### src/rtl/tdc_pkg.sv
package tdc_pkg;

    localparam int TDC_TAPS = 128;
    localparam int FINE_W   = $clog2(TDC_TAPS);
    localparam int LEN_W    = FINE_W + 1;
    localparam int COARSE_W = 32;
    localparam int STAMP_W  = COARSE_W + FINE_W;

    typedef struct packed {
        logic [COARSE_W-1:0] coarse;
        logic [FINE_W-1:0]   fine;
        logic [LEN_W-1:0]    run_len;
        logic                multi;
    } tdc_rec_t;

    function automatic logic maj3(input logic a, input logic b, input logic c);
        return (a & b) | (a & c) | (b & c);
    endfunction

endpackage

### src/rtl/tdc_bubble_fix.sv
module tdc_bubble_fix
    import tdc_pkg::*;
#(
    parameter int N = TDC_TAPS
) (
    input  logic [N-1:0] raw,
    output logic [N-1:0] clean
);

    for (genvar i = 0; i < N; i++) begin : g_tap
        if (i == 0 || i == N - 1) begin : g_edge
            assign clean[i] = raw[i];
        end else begin : g_mid
            assign clean[i] = maj3(raw[i-1], raw[i], raw[i+1]);
        end
    end

endmodule

### src/rtl/tdc_edge_encoder.sv
module tdc_edge_encoder
    import tdc_pkg::*;
#(
    parameter int N = TDC_TAPS
) (
    input  logic [N-1:0]       clean,
    input  logic               carry_in,
    output logic               hit,
    output logic [FINE_W-1:0]  fine,
    output logic [LEN_W-1:0]   run_len,
    output logic               multi
);

    logic [N-1:0] starts;
    logic [N-1:0] starts_eff;

    always_comb begin
        starts     = clean & ~{clean[N-2:0], 1'b0};
        starts_eff = starts & ~{{(N-1){1'b0}}, carry_in};
        hit        = |starts_eff;
        multi      = |(starts_eff & (starts_eff - N'(1)));
    end

    always_comb begin
        fine = '0;
        for (int i = N - 1; i >= 0; i--) begin
            if (starts_eff[i]) fine = FINE_W'(i);
        end
    end

    always_comb begin
        logic found;
        logic running;
        found   = 1'b0;
        running = 1'b0;
        run_len = '0;
        for (int i = 0; i < N; i++) begin
            if (starts_eff[i] && !found) begin
                found   = 1'b1;
                running = 1'b1;
            end
            if (running) begin
                if (clean[i]) run_len = run_len + LEN_W'(1);
                else          running = 1'b0;
            end
        end
    end

endmodule

### src/rtl/tdc_rec_fifo.sv
module tdc_rec_fifo
    import tdc_pkg::*;
#(
    parameter int DEPTH = 16
) (
    input  logic     clk,
    input  logic     rst,
    input  logic     wr_req,
    input  tdc_rec_t wr_data,
    output logic     rd_valid,
    input  logic     rd_ready,
    output tdc_rec_t rd_data,
    input  logic     ovf_clr,
    output logic     ovf_q
);

    localparam int AW = (DEPTH > 1) ? $clog2(DEPTH) : 1;
    localparam int CW = $clog2(DEPTH + 1);

    tdc_rec_t        mem [DEPTH];
    logic [AW-1:0]   wr_ptr, rd_ptr;
    logic [CW-1:0]   cnt;
    logic            full, push, pop;

    assign full     = (cnt == CW'(DEPTH));
    assign push     = wr_req && !full;
    assign rd_valid = (cnt != '0);
    assign pop      = rd_valid && rd_ready;
    assign rd_data  = mem[rd_ptr];

    function automatic logic [AW-1:0] bump(input logic [AW-1:0] p);
        return (p == AW'(DEPTH - 1)) ? '0 : p + AW'(1);
    endfunction

    always_ff @(posedge clk) begin
        if (push) mem[wr_ptr] <= wr_data;
    end

    always_ff @(posedge clk) begin
        if (rst) begin
            wr_ptr <= '0;
            rd_ptr <= '0;
            cnt    <= '0;
            ovf_q  <= 1'b0;
        end else begin
            if (push) wr_ptr <= bump(wr_ptr);
            if (pop)  rd_ptr <= bump(rd_ptr);
            case ({push, pop})
                2'b10:   cnt <= cnt + CW'(1);
                2'b01:   cnt <= cnt - CW'(1);
                default: cnt <= cnt;
            endcase
            if (wr_req && full) ovf_q <= 1'b1;
            else if (ovf_clr)   ovf_q <= 1'b0;
        end
    end

    p_drop_sets_flag_r10: assert property (@(posedge clk) disable iff (rst)
        (wr_req && full) |=> ovf_q);

    p_flag_sticky_r10: assert property (@(posedge clk) disable iff (rst)
        (ovf_q && !ovf_clr) |=> ovf_q);

    p_head_hold_r9: assert property (@(posedge clk) disable iff (rst)
        (rd_valid && !rd_ready) |=> (rd_valid && $stable(rd_data)));

    p_count_bound_r10: assert property (@(posedge clk) disable iff (rst)
        cnt <= CW'(DEPTH));

endmodule

### src/rtl/tdc_hit_timestamper.sv
module tdc_hit_timestamper
    import tdc_pkg::*;
#(
    parameter int FIFO_DEPTH = 16
) (
    input  logic                clk,
    input  logic                rst,
    input  logic [TDC_TAPS-1:0] taps_in,
    output logic                out_valid,
    input  logic                out_ready,
    output logic [STAMP_W-1:0]  out_timestamp,
    output logic [LEN_W-1:0]    out_run_len,
    output logic                out_multi,
    output logic                ovf_flag,
    input  logic                ovf_clear
);

    logic [COARSE_W-1:0] coarse_q;
    logic [TDC_TAPS-1:0] snap_q;
    logic [COARSE_W-1:0] snap_coarse_q;

    always_ff @(posedge clk) begin
        if (rst) begin
            coarse_q      <= '0;
            snap_q        <= '0;
            snap_coarse_q <= '0;
        end else begin
            coarse_q      <= coarse_q + COARSE_W'(1);
            snap_q        <= taps_in;
            snap_coarse_q <= coarse_q;
        end
    end

    logic [TDC_TAPS-1:0] clean;
    logic                carry_q;
    logic                hit_w, multi_w;
    logic [FINE_W-1:0]   fine_w;
    logic [LEN_W-1:0]    len_w;

    tdc_bubble_fix #(.N(TDC_TAPS)) i_fix (
        .raw   (snap_q),
        .clean (clean)
    );

    tdc_edge_encoder #(.N(TDC_TAPS)) i_enc (
        .clean    (clean),
        .carry_in (carry_q),
        .hit      (hit_w),
        .fine     (fine_w),
        .run_len  (len_w),
        .multi    (multi_w)
    );

    tdc_rec_t rec_q;
    logic     rec_vld_q;

    always_ff @(posedge clk) begin
        if (rst) begin
            rec_q     <= '0;
            rec_vld_q <= 1'b0;
            carry_q   <= 1'b0;
        end else begin
            rec_vld_q     <= hit_w;
            rec_q.coarse  <= snap_coarse_q;
            rec_q.fine    <= fine_w;
            rec_q.run_len <= len_w;
            rec_q.multi   <= multi_w;
            carry_q       <= clean[TDC_TAPS-1];
        end
    end

    tdc_rec_t head;

    tdc_rec_fifo #(.DEPTH(FIFO_DEPTH)) i_fifo (
        .clk      (clk),
        .rst      (rst),
        .wr_req   (rec_vld_q),
        .wr_data  (rec_q),
        .rd_valid (out_valid),
        .rd_ready (out_ready),
        .rd_data  (head),
        .ovf_clr  (ovf_clear),
        .ovf_q    (ovf_flag)
    );

    assign out_timestamp = {head.coarse, head.fine};
    assign out_run_len   = head.run_len;
    assign out_multi     = head.multi;

    p_coarse_step_r8: assert property (@(posedge clk) disable iff (rst)
        !rst |=> coarse_q == $past(coarse_q) + COARSE_W'(1));

    p_carry_masks_zero_r6: assert property (@(posedge clk) disable iff (rst)
        (hit_w && carry_q) |-> (fine_w != '0));

    p_multi_needs_hit_r5: assert property (@(posedge clk) disable iff (rst)
        multi_w |-> hit_w);

    p_len_nonzero_r4: assert property (@(posedge clk) disable iff (rst)
        hit_w |-> (len_w != '0));

endmodule

### config.mk
export PLATFORM = sky130hd
export DESIGN_NAME = tdc_hit_timestamper
export DESIGN_NICKNAME = d
export VERILOG_FILES = /design/src/rtl/tdc_pkg.sv /design/src/rtl/tdc_bubble_fix.sv /design/src/rtl/tdc_edge_encoder.sv /design/src/rtl/tdc_rec_fifo.sv /design/src/rtl/tdc_hit_timestamper.sv
export SDC_FILE = /design/constraint.sdc
export NUM_CORES = 2
export LEC_CHECK = 0
export BUFFER_PORTS_ARGS = -buffer_cell sky130_fd_sc_hd__clkbuf_2
export CELL_PAD_IN_SITES_DETAIL_PLACEMENT = 1
export CELL_PAD_IN_SITES_GLOBAL_PLACEMENT = 1
export CORE_UTILIZATION = 40
export DETAILED_ROUTE_END_ITERATION = 8
export PLACE_DENSITY_LB_ADDON = 0.08
export REMOVE_ABC_BUFFERS = 1
export SYNTH_ARGS = -nofsm -noshare
export SYNTH_HDL_FRONTEND = slang
export SYNTH_SLANG_ARGS = --single-unit
### constraint.sdc
create_clock -name clk -period 88.4 [get_ports clk]
set_input_delay 8.84 -clock clk [delete_from_list [all_inputs] [get_ports clk]]
set_output_delay 8.84 -clock clk [all_outputs]
set_load 0.1 [all_outputs]
==> flow_summary.ini <==
[worst_hold_path]
hold_path.class = reg -> reg
hold_start = snap_coarse_q[16]$_SDFF_PP0_

[clock_tree]
post_cts_buffers = 0
cts-root-buf = clkbuf_16
clkLatencyLatePin_ns = 0.79
clkSinkCount = 1028
cts_hold_buf = 0
htree_levels = 3
clk_pin_slew_ns = 0.06
cts_resized = 0
numCtsBuffers = 111
cts_tree = built
cts_buffer_depth = 3

[sta]
fin_crit_ns = 80.02
tns_ns = 0
clock_skew_ns = 0.05529
setup_violations = 0
max_clock_freq_mhz = 12.50
min_period_over_period_pct = 90.52
worst_pin_slew_ns = 1.298
hold_viol_final = 0
rsz0062_at_grt = false
drv_slew = 0
max_slew_margin_pct = 11.24

[route]
routed_via_density = 5.838
drt_wl_total_um = 254300
drt_iter0_markers = 3570
wl_per_cell_um = 22.64
drcViolationCount = 0
route.vias.total = 65570
ant_nets = 0
dr.pass1.iters = 5

[place]
dp_cells = 11010
port_buffers = 181
dp_hpwl_um = 189200
gp_congestion = 0.9016

[floorplan]
io_pins = 182
floorplan.initialDensity_pct = 40.41
die_h_um = 452.0
dieWidth_um = 452.0
fp-row-count = 164
coreArea_mm2 = 0.2005
die_area_mm2 = 0.2043

[worst_setup_path]
worst_path_max_delay_cell = a2111oi_0
critPathMostFrequentCell = ha_1
critPathTopFamily = compound AO/OA/AOI/OAI gates
cp_data_arrival_time_ns = 80.70
cp.required_ns = 89.08
cp-start-kind = flop
endpoint_kind = flop
startpoint = snap_q[2]$_SDFF_PP0_
slowest_delay_ns = 0.84
critPathBufInv = 14
path_max_fanout = 13
r2r_start = snap_q[2]$_SDFF_PP0_
critPathKind = reg -> reg

[final_layout]
fin_nets = 8737
drive_gt1_share_pct = 11.72
area_growth_pct = 8.904
fillers = 22540
fin_cells = 11230
final_common_cell = nand2_1
layout_common_cells = nand2_1 (778), edfxtp_1 (768), nor2_1 (738)

[run_status]
status = finished, final reports clean

[pwr]
p_per_area_mw_per_mm2 = 25.92
leakage_nw = 30.54
switchingPower_w = 0.0009847
p_seq_share_pct = 24.9
ir_drop_mv = 0.03200
pwr-share-clk_pct = 20.7
p_comb_share_pct = 54.4
p_int_w = 0.001302
sw_frac_of_total_pct = 43.06

[yosys]
synth_top_cell_area_share_pct = 28.47
syn_area_mm2 = 0.08101
ys_seq_area_share_pct = 34.89
synthTopCellsByArea = edfxtp_1 (28%), mux4_2 (6.7%), dfxtp_1 (6.4%)
synth_ff_type = edfxtp_1
syn_avg_cell_area_um2 = 9.555
synth_area_leader_cell = edfxtp_1
yosysWarnings = 0
async_reset_ff_share_pct = 0
synth_edf_count = 768
synth.distinct_cells = 146
synthCells = 8479
ys_seq_elements = 1028

[grt]
met1_usage_pct = 31.77
antenna_found_initial = 8
grt_util_met3_pct = 1.589
grt.met2_usage_pct = 42.63
grt-ovfl-total = 0
track_usage_pct = 24.20
grt_pass1_vias = 66890
top_usage_layer = met2
grt_first_pass_wirelength_um = 394000
grt_max_degree = 73

[flow_run]
maxCapViolCount = 0
[worst reg2reg max path: cells and delay by family, from the launching register on]
family,cells,cell delay (ns)
fa+ha+maj,65,20.19
compound gates,132,28.64
simple gates,113,16.62
flops,1,0.45
xor+xnor,49,8.79
buf+inv,14,1.52
mux,14,3.68
[state kept, by name, summed over array words and instances, names as in the netlist, named ones only]
register	flops
i_fifo.mem	768
snap_q	128
rec_q	48
coarse_q	32
snap_coarse_q	32
i_fifo.cnt	5
i_fifo.rd_ptr	4
i_fifo.wr_ptr	4
carry_q	1
i_fifo.ovf_q	1
rec_vld_q	1
[metrics by stage]
| stage | setup slack, ns | hold WS (ns) | instance area [um2] | power [W] | util (%) |
|---|---|---|---|---|---|
| after floorplan | 18.91 | 0.4138 | 79530 | 0.001584 | - |
| after global placement | 12.35 | 0.4193 | 84450 | 0.001798 | 42.12 |
| after detailed placement | 9.177 | 0.4292 | 84450 | 0.001824 | 42.12 |
| after CTS | 8.755 | 0.4421 | 88210 | 0.002307 | 44.00 |
| after global routing | 1.257 | 0.4603 | 88220 | 0.002432 | 44.01 |
| final | 8.382 | 0.4356 | 88230 | 0.002287 | 44.01 |
[worst paths after layout]
path / end / slack (ns) / depth (start not counted)
max reg2reg: rec_q[8]$_SDFF_PP0_ / 8.38 / 387
min reg2reg: rec_q[32]$_SDFF_PP0_ / 0.44 / 1
min: rec_q[32]$_SDFF_PP0_ / 0.44 / 1
max: rec_q[8]$_SDFF_PP0_ / 8.38 / 387
[cell usage after synthesis, types with 51 or more instances]
cell type	n
xnor2_1	576
nand2b_1	159
dfxtp_1	260
a211oi_1	72
edfxtp_1	768
a21oi_1	471
clkbuf_1	302
and3_1	89
ha_1	136
nand4_1	85
or2_2	64
o211ai_1	71
xor2_1	280
mux2i_1	108
o21a_1	86
nand3_1	250
nor2b_1	267
maj3_1	51
and2_1	142
xnor3_1	68
o22ai_1	93
a21o_1	93
mux4_2	240
inv_1	251
a31oi_1	84
nor2_1	750
nand2_1	778
nor4_1	62
o21ai_0	423
or3_1	72
nor3b_1	57
nor3_1	214
[logic make-up (layout without fill, tap and decap cells)]
family | Yosys count | count (layout) | share of synthesized area [%]
other cells | 0 | 8 | 0
compound gates | 2022 | 2022 | 16.83
flops | 1028 | 1028 | 34.89
xor+xnor | 1030 | 1030 | 13.94
fa+ha+maj | 190 | 190 | 2.783
simple gates | 3171 | 3171 | 19.75
buf+inv | 639 | 727 | 3.050
mux | 399 | 399 | 8.760
[metal layers]
| metal | routed length [um] | vias up |
|---|---|---|
| li1 | - | 31520 |
| met1 | 115800 | 32990 |
| met2 | 126000 | 815 |
| met3 | 5678 | 253 |
| met4 | 6844 | 0 |
| met5 | 0 | - |
[power by group through the flow]
stage / Combinational (W) / Clock (W) / Sequential [W]
floorplan: 0.000998 / 0 / 0.000586
global placement: 0.00122 / 0 / 0.000578
detailed placement: 0.00124 / 0 / 0.000580
CTS: 0.00125 / 0.000486 / 0.000570
global route: 0.00136 / 0.000501 / 0.000573
finish: 0.00124 / 0.000474 / 0.000569
[layout make-up]
class | count | area [um2] | share of cell area, %
Timing Repair Buffer | 253 | 1456 | 1.651
Clock buffer | 154 | 3119 | 3.535
Antenna cell | 8 | 20.02 | 0.02269
Inverter | 262 | 983.4 | 1.115
Sequential cell | 1028 | 28280 | 32.05
Clock inverter | 58 | 641.9 | 0.7275
Multi-Input combinational cell | 6812 | 50400 | 57.13
Tap cell | 2656 | 3323 | 3.767
No activity file was read; power rests on OpenSTA's default activity.
